**config.mk**
```make
export PLATFORM = sky130hd
export DESIGN_NAME = lld_channel
export DESIGN_NICKNAME = d
export VERILOG_FILES = /design/src/rtl/lld_pkg.sv /design/src/rtl/lld_addr_dec.sv /design/src/rtl/lld_beat.sv /design/src/rtl/lld_rdmux.sv /design/src/rtl/lld_channel.sv
export SDC_FILE = /design/constraint.sdc
export NUM_CORES = 1
export LEC_CHECK = 0
export BUFFER_PORTS_ARGS = -buffer_cell sky130_fd_sc_hd__buf_2
export CAP_MARGIN = 20
export CORE_MARGIN = 2
export CORE_UTILIZATION = 47
export CTS_CLUSTER_DIAMETER = 100
export DETAILED_ROUTE_END_ITERATION = 7
export PLACE_DENSITY_LB_ADDON = 0.25
export SYNTH_ARGS = -nofsm -noshare
export SYNTH_HDL_FRONTEND = slang
export SYNTH_SLANG_ARGS = --single-unit
```
**constraint.sdc**
```tcl
create_clock -name clk -period 3.3 [get_ports clk]
set_input_delay 0.165 -clock clk [delete_from_list [all_inputs] [get_ports clk]]
set_output_delay 0.165 -clock clk [all_outputs]
set_load 0.03 [all_outputs]
```
**src/rtl/lld_pkg.sv**
```systemverilog
package lld_pkg;

    localparam logic [31:0] LLD_END_PTR = 32'hFFFF_F800;

    // config bit positions the beat datapath decodes
    localparam int CFG_SRC_IO  = 5;
    localparam int CFG_SRC_WLO = 9;
    localparam int CFG_DST_IO  = 21;

    // register word indices inside the channel block
    localparam int RIX_EN    = 0;
    localparam int RIX_PAUSE = 1;
    localparam int RIX_LLI   = 2;
    localparam int RIX_CFG   = 3;
    localparam int RIX_SRC   = 4;
    localparam int RIX_DST   = 5;
    localparam int RIX_CNT   = 6;
    localparam int RIX_PARA  = 7;

    localparam logic [2:0] FETCH_LAST = 3'd5;

    typedef enum logic [1:0] {
        ST_IDLE  = 2'd0,
        ST_FETCH = 2'd1,
        ST_MOVE  = 2'd2
    } lld_state_e;

    typedef struct packed {
        lld_state_e  st;
        logic [2:0]  widx;
        logic        en;
        logic        pause;
        logic [31:0] lli;
        logic [31:0] fbase;
        logic [31:0] cfg;
        logic [31:0] src;
        logic [31:0] dst;
        logic [31:0] cnt;
        logic [31:0] para;
        logic        pkg;
        logic        qend;
    } lld_regs_t;

    function automatic logic [2:0] beat_bytes(input logic [1:0] code);
        case (code)
            2'd0:    beat_bytes = 3'd1;
            2'd1:    beat_bytes = 3'd2;
            default: beat_bytes = 3'd4;
        endcase
    endfunction

endpackage

```
**src/rtl/lld_addr_dec.sv**
```systemverilog
module lld_addr_dec #(
    parameter int REG_AW   = 12,
    parameter int BLK_BASE = 256,
    parameter int STRIDE   = 64,
    parameter int CHAN_IDX = 0,
    parameter int OFS_W    = $clog2(STRIDE),
    parameter int IDX_W    = OFS_W - 2
) (
    input  logic [REG_AW-1:0] addr,
    output logic              hit,
    output logic [IDX_W-1:0]  widx
);
    localparam logic [REG_AW-1:0] BLK = REG_AW'(BLK_BASE + STRIDE * CHAN_IDX);

    always_comb begin
        hit  = (addr[REG_AW-1:OFS_W] == BLK[REG_AW-1:OFS_W]) && (addr[1:0] == 2'b00);
        widx = addr[OFS_W-1:2];
    end
endmodule

```
**src/rtl/lld_beat.sv**
```systemverilog
module lld_beat
    import lld_pkg::*;
(
    input  logic [1:0]  src_wcode,
    input  logic        src_fixed,
    input  logic        dst_fixed,
    input  logic [31:0] src,
    input  logic [31:0] dst,
    input  logic [31:0] cnt,
    input  logic [31:0] rd_word,
    output logic [31:0] rd_addr,
    output logic [31:0] wr_addr,
    output logic [31:0] wr_data,
    output logic [3:0]  wr_strb,
    output logic [31:0] src_nxt,
    output logic [31:0] dst_nxt,
    output logic [31:0] cnt_nxt
);
    logic [2:0]  nbytes;
    logic [31:0] step;
    logic [31:0] lane_aligned;
    logic [3:0]  mask;

    always_comb begin
        nbytes       = beat_bytes(src_wcode);
        step         = {29'd0, nbytes};
        lane_aligned = rd_word >> {src[1:0], 3'b000};
        wr_data      = lane_aligned << {dst[1:0], 3'b000};
        case (nbytes)
            3'd1:    mask = 4'b0001;
            3'd2:    mask = 4'b0011;
            default: mask = 4'b1111;
        endcase
        wr_strb = mask << dst[1:0];
        rd_addr = {src[31:2], 2'b00};
        wr_addr = {dst[31:2], 2'b00};
        src_nxt = src_fixed ? src : src + step;
        dst_nxt = dst_fixed ? dst : dst + step;
        cnt_nxt = (cnt > step) ? cnt - step : 32'd0;
    end
endmodule

```
**src/rtl/lld_rdmux.sv**
```systemverilog
module lld_rdmux
    import lld_pkg::*;
#(
    parameter int IDX_W = 4
) (
    input  logic             hit,
    input  logic [IDX_W-1:0] widx,
    input  logic             en,
    input  logic             pause,
    input  logic [31:0]      lli,
    input  logic [31:0]      cfg,
    input  logic [31:0]      src,
    input  logic [31:0]      dst,
    input  logic [31:0]      cnt,
    input  logic [31:0]      para,
    output logic [31:0]      rdata
);
    logic [7:0] sel;

    always_comb begin
        sel   = 8'(widx);
        rdata = 32'd0;
        if (hit) begin
            case (sel)
                8'(RIX_EN):    rdata = {31'd0, en};
                8'(RIX_PAUSE): rdata = {30'd0, pause, 1'b0};
                8'(RIX_LLI):   rdata = lli;
                8'(RIX_CFG):   rdata = cfg;
                8'(RIX_SRC):   rdata = src;
                8'(RIX_DST):   rdata = dst;
                8'(RIX_CNT):   rdata = cnt;
                8'(RIX_PARA):  rdata = para;
                default:       rdata = 32'd0;
            endcase
        end
    end
endmodule

```
**src/rtl/lld_channel.sv**
```systemverilog
module lld_channel
    import lld_pkg::*;
#(
    parameter int REG_AW     = 12,
    parameter int BLK_BASE   = 256,
    parameter int BLK_STRIDE = 64,
    parameter int CHAN_IDX   = 0
) (
    input  logic              clk,
    input  logic              rst_n,
    input  logic              reg_we,
    input  logic [REG_AW-1:0] reg_addr,
    input  logic [31:0]       reg_wdata,
    output logic [31:0]       reg_rdata,
    output logic              mem_rd_en,
    output logic [31:0]       mem_rd_addr,
    input  logic [31:0]       mem_rd_data,
    output logic              mem_wr_en,
    output logic [31:0]       mem_wr_addr,
    output logic [31:0]       mem_wr_data,
    output logic [3:0]        mem_wr_strb,
    output logic              pkg_end,
    output logic              queue_end
);
    localparam int OFS_W = $clog2(BLK_STRIDE);
    localparam int IDX_W = OFS_W - 2;

    lld_regs_t q, d;

    logic             reg_hit;
    logic [IDX_W-1:0] reg_widx;
    logic [7:0]       wsel;
    logic             rd_en;
    logic [31:0]      rd_addr;
    logic             wr_en;
    logic             desc_done;
    logic [31:0]      nxt_ptr;
    logic [31:0]      bt_rd_addr, bt_src_nxt, bt_dst_nxt, bt_cnt_nxt;

    // probes for the bound checker
    logic        chk_en, chk_pause;
    logic [31:0] chk_cnt;

    lld_addr_dec #(
        .REG_AW(REG_AW), .BLK_BASE(BLK_BASE), .STRIDE(BLK_STRIDE),
        .CHAN_IDX(CHAN_IDX), .OFS_W(OFS_W), .IDX_W(IDX_W)
    ) dec_i (
        .addr(reg_addr), .hit(reg_hit), .widx(reg_widx)
    );

    lld_beat beat_i (
        .src_wcode(q.cfg[CFG_SRC_WLO+1:CFG_SRC_WLO]),
        .src_fixed(q.cfg[CFG_SRC_IO]),
        .dst_fixed(q.cfg[CFG_DST_IO]),
        .src(q.src), .dst(q.dst), .cnt(q.cnt),
        .rd_word(mem_rd_data),
        .rd_addr(bt_rd_addr), .wr_addr(mem_wr_addr),
        .wr_data(mem_wr_data), .wr_strb(mem_wr_strb),
        .src_nxt(bt_src_nxt), .dst_nxt(bt_dst_nxt), .cnt_nxt(bt_cnt_nxt)
    );

    lld_rdmux #(.IDX_W(IDX_W)) rdmux_i (
        .hit(reg_hit), .widx(reg_widx),
        .en(q.en), .pause(q.pause), .lli(q.lli), .cfg(q.cfg),
        .src(q.src), .dst(q.dst), .cnt(q.cnt), .para(q.para),
        .rdata(reg_rdata)
    );

    always_comb begin
        d         = q;
        d.pkg     = 1'b0;
        d.qend    = 1'b0;
        rd_en     = 1'b0;
        rd_addr   = 32'd0;
        wr_en     = 1'b0;
        desc_done = 1'b0;
        nxt_ptr   = q.lli;
        wsel      = 8'(reg_widx);

        unique case (q.st)
            ST_FETCH: begin
                if (!q.pause) begin
                    rd_en   = 1'b1;
                    rd_addr = q.fbase + {27'd0, q.widx, 2'b00};
                    case (q.widx)
                        3'd0: d.cfg  = mem_rd_data;
                        3'd1: d.src  = mem_rd_data;
                        3'd2: d.dst  = mem_rd_data;
                        3'd3: d.cnt  = mem_rd_data;
                        3'd4: d.para = mem_rd_data;
                        default: begin
                            d.lli   = mem_rd_data;
                            nxt_ptr = mem_rd_data;
                            if (q.cnt == 32'd0) desc_done = 1'b1;
                            else                d.st      = ST_MOVE;
                        end
                    endcase
                    d.widx = (q.widx == FETCH_LAST) ? 3'd0 : q.widx + 3'd1;
                end
            end
            ST_MOVE: begin
                if (!q.pause) begin
                    rd_en   = 1'b1;
                    rd_addr = bt_rd_addr;
                    wr_en   = 1'b1;
                    d.src   = bt_src_nxt;
                    d.dst   = bt_dst_nxt;
                    d.cnt   = bt_cnt_nxt;
                    if (bt_cnt_nxt == 32'd0) desc_done = 1'b1;
                end
            end
            default: ;
        endcase

        if (desc_done) begin
            d.pkg = 1'b1;
            if (nxt_ptr == LLD_END_PTR) begin
                d.qend = 1'b1;
                d.en   = 1'b0;
                d.st   = ST_IDLE;
            end else begin
                d.fbase = {nxt_ptr[31:2], 2'b00};
                d.widx  = 3'd0;
                d.st    = ST_FETCH;
            end
        end

        if (reg_hit && reg_we) begin
            case (wsel)
                8'(RIX_EN): begin
                    if (!reg_wdata[0]) begin
                        d.en = 1'b0;
                        d.st = ST_IDLE;
                    end else if (!q.en) begin
                        d.en    = 1'b1;
                        d.st    = ST_FETCH;
                        d.widx  = 3'd0;
                        d.fbase = {q.lli[31:2], 2'b00};
                    end
                end
                8'(RIX_PAUSE): d.pause = reg_wdata[1];
                8'(RIX_LLI):   if (!q.en) d.lli = reg_wdata;
                default: ;
            endcase
        end
    end

    always_ff @(posedge clk or negedge rst_n) begin
        if (!rst_n) q <= '0;
        else        q <= d;
    end

    assign mem_rd_en   = rd_en;
    assign mem_rd_addr = rd_addr;
    assign mem_wr_en   = wr_en;
    assign pkg_end     = q.pkg;
    assign queue_end   = q.qend;
    assign chk_en      = q.en;
    assign chk_pause   = q.pause;
    assign chk_cnt     = q.cnt;

endmodule

```
==> run_results.csv, run 1 <==
group,metric,value,unit
run_status,status,"complete, but fails checks",
run_status,violations,"negative setup slack",
sta,fin_crit_sh,1.04,
synth,ys_seq_area_frac,0.362,
critical_path,critical_path.cell_chain,"inv_2, ha_1, and3b_1, or3_4, o41a_1, a2111oi_4, nand4b_1, buf_4, a21oi_4, buf_12, a21oi_4, buf_12, clkbuf_16, a2bb2oi_2",
synth,synth_edf_count,0,
cells_and_area,final_cells,2591,
sta,setup_violations,31,
synth,yosysWarnings,0,
cells_and_area,final_area,19900,µm²
cells_and_area,utilization,0.591,
clocking,cts_tree,"done",
pwr,power_density,420,nW/µm²
critical_path,cp.required,3730,ps
worst_hold_path,hp-class,"in -> reg",
sta,setup_ws,-139,ps
critical_path,path_max_fanout,7,
drt,met1Wirelength,27100,µm
global_routing,grt-ovfl-total,0,
synth,avgSynthCellArea,8.53,µm²
place,placed_cells,2477,
clocking,htree_levels,1,
place,io_buffers,212,
clocking,worstSkewPairLatency,560,ps
clocking,clk_path_buf_depth,3,
clocking,root_buffer,"clkbuf_16",
drt,antenna_left,0,
global_routing,grt_pass1_vias,16200,
drt,drc,0,
place,dp_hpwl,49800,µm
drt,first_pass_iters,6,
sta,max_freq,291,MHz
floorplan,io_pins,215,
sta,rsz0062_at_grt,"true",
place,gp_congestion,1.07,
drt,num_vias,17300,
sta,finalHoldViolCount,0,
clocking,path_clk_slew,60,ps
critical_path,cp-end-kind,"flip-flop",
cells_and_area,drive_gt1_frac,0.256,
floorplan,coreArea,33600,µm²
drt,wl_met3,8730,µm
sta,timing.hold.ws,11.0,ps
drt,via_per_inst,6.67,
critical_path,r2r_cells,14,
sta,period_minus_slack,3440,ps
synth,synth_area,16100,µm²
sta,fin_skew,7.35,ps
global_routing,grt_max_degree,96,
synth,synth_cell_types,82,
drt,wirelength,70900,µm
synth,ys_ff_latch,233,
critical_path,startpoint_type,"flip-flop",
drt,drt-initial-drc-count,2088,
pwr,p_leak,8.37,nW
drt,wl_per_cell,27.4,µm
sta,final_max_slew_viol_count,0,
critical_path,critPathMaxStageDelay,420,ps
drt,routed.top_layer,"met5",
critical_path,critPathKind,"reg -> reg",
critical_path,cp_data_arrival_time,3870,ps
sta,relSlewSlack,0.428,
floorplan,dieArea,35800,µm²
floorplan,start_util,0.480,
floorplan,row_count,67,
worst_hold_path,min_path_cells,3,
floorplan,die_h,189,µm
sta,tightest_slew,851,ps
global_routing,grtUsageTotal,0.389,
synth,async_flop_share,1.00,
floorplan,die_x,189,µm
critical_path,cp_slowest_cell,"dfrtp_2",
place,placed_area,17900,µm²
clocking,cts_made_buffers,28,
cells_and_area,fin_nets,2220,
global_routing,antenna_found_initial,7,
cells_and_area,area_growth,23.2,%
global_routing,grt_first_pass_wirelength,105000,µm
synth,synthCells,1891,
synth,synth_top_flop_cell,"dfrtp_1",
flow_run,max_cap_viol_count,0,
drt,wl_met2,29700,µm
clocking,cts_sinks,233,
pwr,vdd_drop_max,0.369,mV
registers in the layout, summed over array words and instances, names as in the netlist:
signal     count
chk_en         1
queue_end      1
q            197
chk_pause      1
chk_cnt       32
pkg_end        1
repair_timing:
| action | 4_1_cts | 5_1_grt |
|---|---|---|
| hold buffers | 40 | 0 |
| setup endpoints to repair | 39 | 50 |
| setup buffers | 12 | 6 |
| gates resized for setup | 26 | 43 |
| pin swaps | 12 | 13 |
| hold endpoints to repair | 130 | 0 |
| cloned | 5 | 1 |
metal layers:
layer | up-vias | global-route usage
li1 | 7464 | -
met1 | 8261 | 0.526
met2 | 1290 | 0.573
met3 | 276 | 0.0799
met4 | 2 | 0.239
met5 | - | 0
final cells by class:
cell class              instances  area (µm²)
diodes                          2        5.00
inverters                      38         143
repair buffers                378        2650
clock buffers                  42         843
multi-input cells            1441        9620
flip-flops and latches        233        5830
clock inverters                 9         206
well taps                     448         561
fillers                      2928       13700
logic make-up after synthesis:
| family | after synthesis | synth area share |
|---|---|---|
| AO/OA/AOI/OAI | 566 | 0.247 |
| XOR/XNOR | 35 | 0.0190 |
| adder cells (fa/ha/maj) | 21 | 0.0182 |
| buffers and inverters | 218 | 0.0623 |
| flip-flops | 233 | 0.362 |
| multiplexers | 129 | 0.0866 |
| other | 1 | 0.000233 |
| AND/OR/NAND/NOR | 688 | 0.205 |
power breakdown:
part / switching (mW) / internal, mW
Sequential: 0.0969 / 2.94
Combinational: 1.13 / 0.645
Clock: 1.31 / 2.22
Total: 2.54 / 5.81
final timing paths:
kind	from	to	slack (ps)
max reg2reg	q[140]	q[179]	-140
max	q[140]	q[179]	-140
min	mem_rd_data[23]	q[217]	10
max in group asynchronous	rst_n	q[223]	2130
min in group asynchronous	rst_n	q[175]	230
min reg2reg	q[155]	q[155]	510
synthesized netlist by cell type (12+ instances only):
master	n	share of area
buf_4	34	0.016
a2bb2oi_2	16	0.015
nor2_1	190	0.044
nand4_1	18	0.0070
a22o_1	19	0.010
a221oi_1	12	0.0065
nor4_1	13	0.0050
nand3_1	40	0.012
nand2_1	234	0.054
inv_1	37	0.0086
xnor2_1	25	0.014
a221o_1	14	0.0087
o22ai_1	14	0.0054
ha_1	17	0.013
clkbuf_1	123	0.029
a21oi_1	72	0.022
mux2_2	73	0.051
o21ai_0	103	0.032
dfrtp_1	233	0.36
and3_1	14	0.0054
nor3_1	52	0.016
o221ai_1	29	0.016
a31oi_1	76	0.029
a22oi_1	125	0.058
nand2b_1	36	0.014
mux2i_1	54	0.034
cells in the final DEF (no fill, tap or decap), types with 19 or more instances in the layout:
cell             n
a22o_1          19
buf_4          108
a31oi_1         76
nand2b_1        35
o221ai_1        29
a21oi_1         69
clkbuf_16       29
nand3_1         40
nor2_1         181
a22oi_1        124
o21ai_0        101
mux2_2          73
buf_2          209
inv_1           36
xnor2_1         25
dfrtp_1        230
mux2i_1         47
a2bb2oi_2       21
dlygate4sd3_1   40
nor3_1          47
nand2_1        232
critical path, delay by kind of cell, from the launching register on:
family                     cells  cell delay (ps)
AOI/OAI and AO/OA              5              930
and+or+nand+nor                3              850
buffers and inverters          5              770
DFF                            1              420
adders and majority gates      1              320
through the flow:
step           setup TNS, ps  worst slack, ps  total power [mW]
6_report               -2850             -139              8.34
5_1_grt                -4650             -187              8.61
4_1_cts                -4060             -169              8.29
3_5_place_dp           -4610             -204              4.75
3_3_place_gp           -1290            -60.3              4.73
2_1_floorplan              0             22.7              4.11
(Power assumes the default switching activity.)
==> inputs of run 2 (changes only) <==
--- a/config.mk
+++ b/config.mk
@@ -11,7 +11,9 @@
 export CORE_UTILIZATION = 47
 export CTS_CLUSTER_DIAMETER = 100
 export DETAILED_ROUTE_END_ITERATION = 7
+export GPL_TIMING_DRIVEN = 0
 export PLACE_DENSITY_LB_ADDON = 0.25
 export SYNTH_ARGS = -nofsm -noshare
 export SYNTH_HDL_FRONTEND = slang
 export SYNTH_SLANG_ARGS = --single-unit
+export TNS_END_PERCENT = 50
==> constraint.sdc (replaced) <==
create_clock -name clk -period 2.8 [get_ports clk]
set_input_delay 0.14 -clock clk [delete_from_list [all_inputs] [get_ports clk]]
set_output_delay 0.14 -clock clk [all_outputs]
set_load 0.03 [all_outputs]
==> run 2 against run 1 <==
The flow finishes with violations (design-rule violations, negative setup slack). Combinational power grew 37%. Cell count is 4.6% higher. Flip-flop and latch count did not move. Setup slack got worse by 700 ps. Die area stayed put. Critical path depth increased by 1. Sequential share of layout area shrank 1.6 points. Critical path type unchanged. Largest power group unchanged.
==> run_results.csv, run 2 (synthesis gave the netlist of run 1 again) <==
group,metric,value,unit
critical_path,r2r-start,"q[140]",
cells_and_area,nFillCells,2861,
critical_path,cp-end-kind,"flip-flop",
cells_and_area,fin_nets,2335,
drt,wl_per_cell,30.0,µm
floorplan,row_count,67,
place,io_buffers,198,
sta,period_minus_slack,3640,ps
drt,drc,5,
floorplan,start_util,0.480,
worst_hold_path,hp-class,"in -> reg",
clocking,root_buffer,"clkbuf_16",
sta,max_freq,275,MHz
drt,drt-initial-drc-count,2749,
pwr,vdd_drop_max,0.451,mV
critical_path,rrSetupSlack,-840,ps
sta,setup_ws,-836,ps
floorplan,coreArea,33600,µm²
pwr,power_density,470,nW/µm²
flow_run,max_cap_viol_count,0,
cells_and_area,area_growth,30.4,%
critical_path,r2r_cells,15,
cells_and_area,final_cell_mix,"dfrtp_1, nand2_1, buf_2",
run_status,status,"complete, but fails checks",
clocking,path_clk_slew,60,ps
sta,fin_skew,19.5,ps
critical_path,cp_data_arrival_time,4050,ps
clocking,worstSkewPairLatency,570,ps
critical_path,cp.required,3210,ps
global_routing,grtUsageTotal,0.440,
drt,antenna_left,0,
pwr,combPwrFrac,0.246,
drt,num_vias,18500,
clocking,htree_levels,1,
critical_path,timing.rr.end,"q[187]",
pwr,p_leak,8.70,nW
critical_path,critPathKind,"reg -> reg",
clocking,clk_path_buf_depth,3,
place,place_ws,-1380,ps
worst_hold_path,min_from,"mem_rd_data[11]",
drt,wirelength,81200,µm
sta,tightest_slew,1300,ps
floorplan,dieArea,35800,µm²
critical_path,path_max_fanout,10,
global_routing,grt_first_pass_wirelength,115000,µm
cells_and_area,final_cells,2709,
pwr,power.internal,6.61,mW
sta,fin_crit_sh,1.30,
place,dp_hpwl,57300,µm
global_routing,grt-ovfl-total,0,
pwr,clock_power_share,0.387,
cells_and_area,top_register,"q",
cells_and_area,drive_gt1_frac,0.293,
cells_and_area,mostFrequentLayoutCell,"dfrtp_1",
sta,setup_violations,71,
place,gp_congestion,1.00,
critical_path,startpoint_type,"flip-flop",
floorplan,die_x,189,µm
global_routing,grt_pass1_vias,17300,
clocking,cts_made_buffers,28,
worst_hold_path,hold-path-endpoint,"q[205]",
run_status,violations,"design-rule violations, negative setup slack",
floorplan,io_pins,215,
floorplan,die_h,189,µm
clocking,cts_sinks,233,
cells_and_area,largest_reg_flops,197,
drt,via_per_inst,6.84,
drt,first_pass_iters,8,
sta,final_max_slew_viol_count,0,
global_routing,grt_max_degree,112,
sta,rsz0062_at_grt,"true",
sta,finalHoldViolCount,0,
pwr,power_frac_seq,0.367,
clocking,cts_tree,"done",
pwr,switching_share,0.331,
sta,relSlewSlack,0.135,
global_routing,antenna_found_initial,5,
worst_hold_path,min_path_cells,3,
pwr,p_switching,3.27,mW
place,placed_cells,2541,
==> run 2: cell types whose count changed in the layout (fill, tap and decap cells not counted), sizes merged <==
cell         previous run  this run
diode                   2         4
dlygate4sd3            40        47
clkinvlp                0         4
clkinv                  3         7
clkbuf                 44       157
buf                   336       329
bufinv                  6         1
==> run 2: worst max-delay path, cell delays in order, from the launching register on <==
cell and delay, ps:
dfrtp_4 550, nor2_4 170, ha_4 160, fa_2 280
nand2b_4 180, nand4_1 140, or3_4 460, a2111oi_4 350
nand4b_1 150, buf_6 170, a21oi_4 110, buf_6 140
buf_4 120, buf_12 130, mux2i_1 230, a2bb2oi_1 110
==> run 2: area by class of cell <==
| type | instances | area, µm² | share of cell area |
|---|---|---|---|
| multi-input cells | 1441 | 10300 | 0.489 |
| flip-flops and latches | 233 | 5840 | 0.278 |
| repair buffers | 318 | 2250 | 0.107 |
| plain buffers | 175 | 971 | 0.0462 |
| clock buffers | 40 | 846 | 0.0402 |
| well taps | 448 | 561 | 0.0267 |
| inverters | 38 | 148 | 0.00702 |
| clock inverters | 12 | 110 | 0.00524 |
| diodes | 4 | 10.0 | 0.000476 |
==> run 2: repair_timing <==
action | 4_1_cts | 5_1_grt
pin swaps | 39 | 63
resized for setup | 186 | 159
hold buffers | 47 | 0
gates cloned | 3 | 1
buffers inserted | 36 | 33
setup endpoints to repair | 234 | 241
hold endpoints to repair | 163 | 0
==> run 2: how the worst max path moves through the flow <==
| stage | from | endpoint | cells after the start |
|---|---|---|---|
| 5_1_grt | q[140] | q[178] | 15 |
| 3_5_place_dp | q[231] | q[178] | 13 |
| 6_report | q[140] | q[187] | 15 |
| 4_1_cts | q[140] | q[193] | 16 |
| 2_1_floorplan | q[140] | q[175] | 14 |
| 3_3_place_gp | rst_n | q[140] | 1 |
==> run 2: metrics by stage <==
step / setup TNS (ps) / utilization / power (mW) / area, µm² / hold WS (ps)
floorplan: -10650 / - / 4.86 / 16200 / -156
global placement: -781250 / 0.528 / 5.55 / 17700 / 393
detailed placement: -133980 / 0.530 / 5.57 / 17800 / 112
CTS: -29260 / 0.602 / 9.52 / 20200 / 4.97
global route: -39080 / 0.625 / 10.1 / 21000 / 35.0
finish: -31120 / 0.625 / 9.88 / 21000 / 45.6
==> run 2: per-layer routing <==
layer,vias to the layer above,track usage,share of wire
met3,392,0.142,0.14
met1,8892,0.567,0.37
met5,-,0,0.00036
li1,7685,-,-
met2,1557,0.642,0.41
met4,4,0.271,0.086
==> run 2: power by group through the flow <==
stage	Clock (mW)	Combinational [mW]	Sequential [mW]
6_report	3.83	2.43	3.62
5_1_grt	3.94	2.57	3.62
4_1_cts	3.80	2.11	3.61
3_5_place_dp	0	1.91	3.66
3_3_place_gp	0	1.88	3.66
2_1_floorplan	0	1.27	3.59
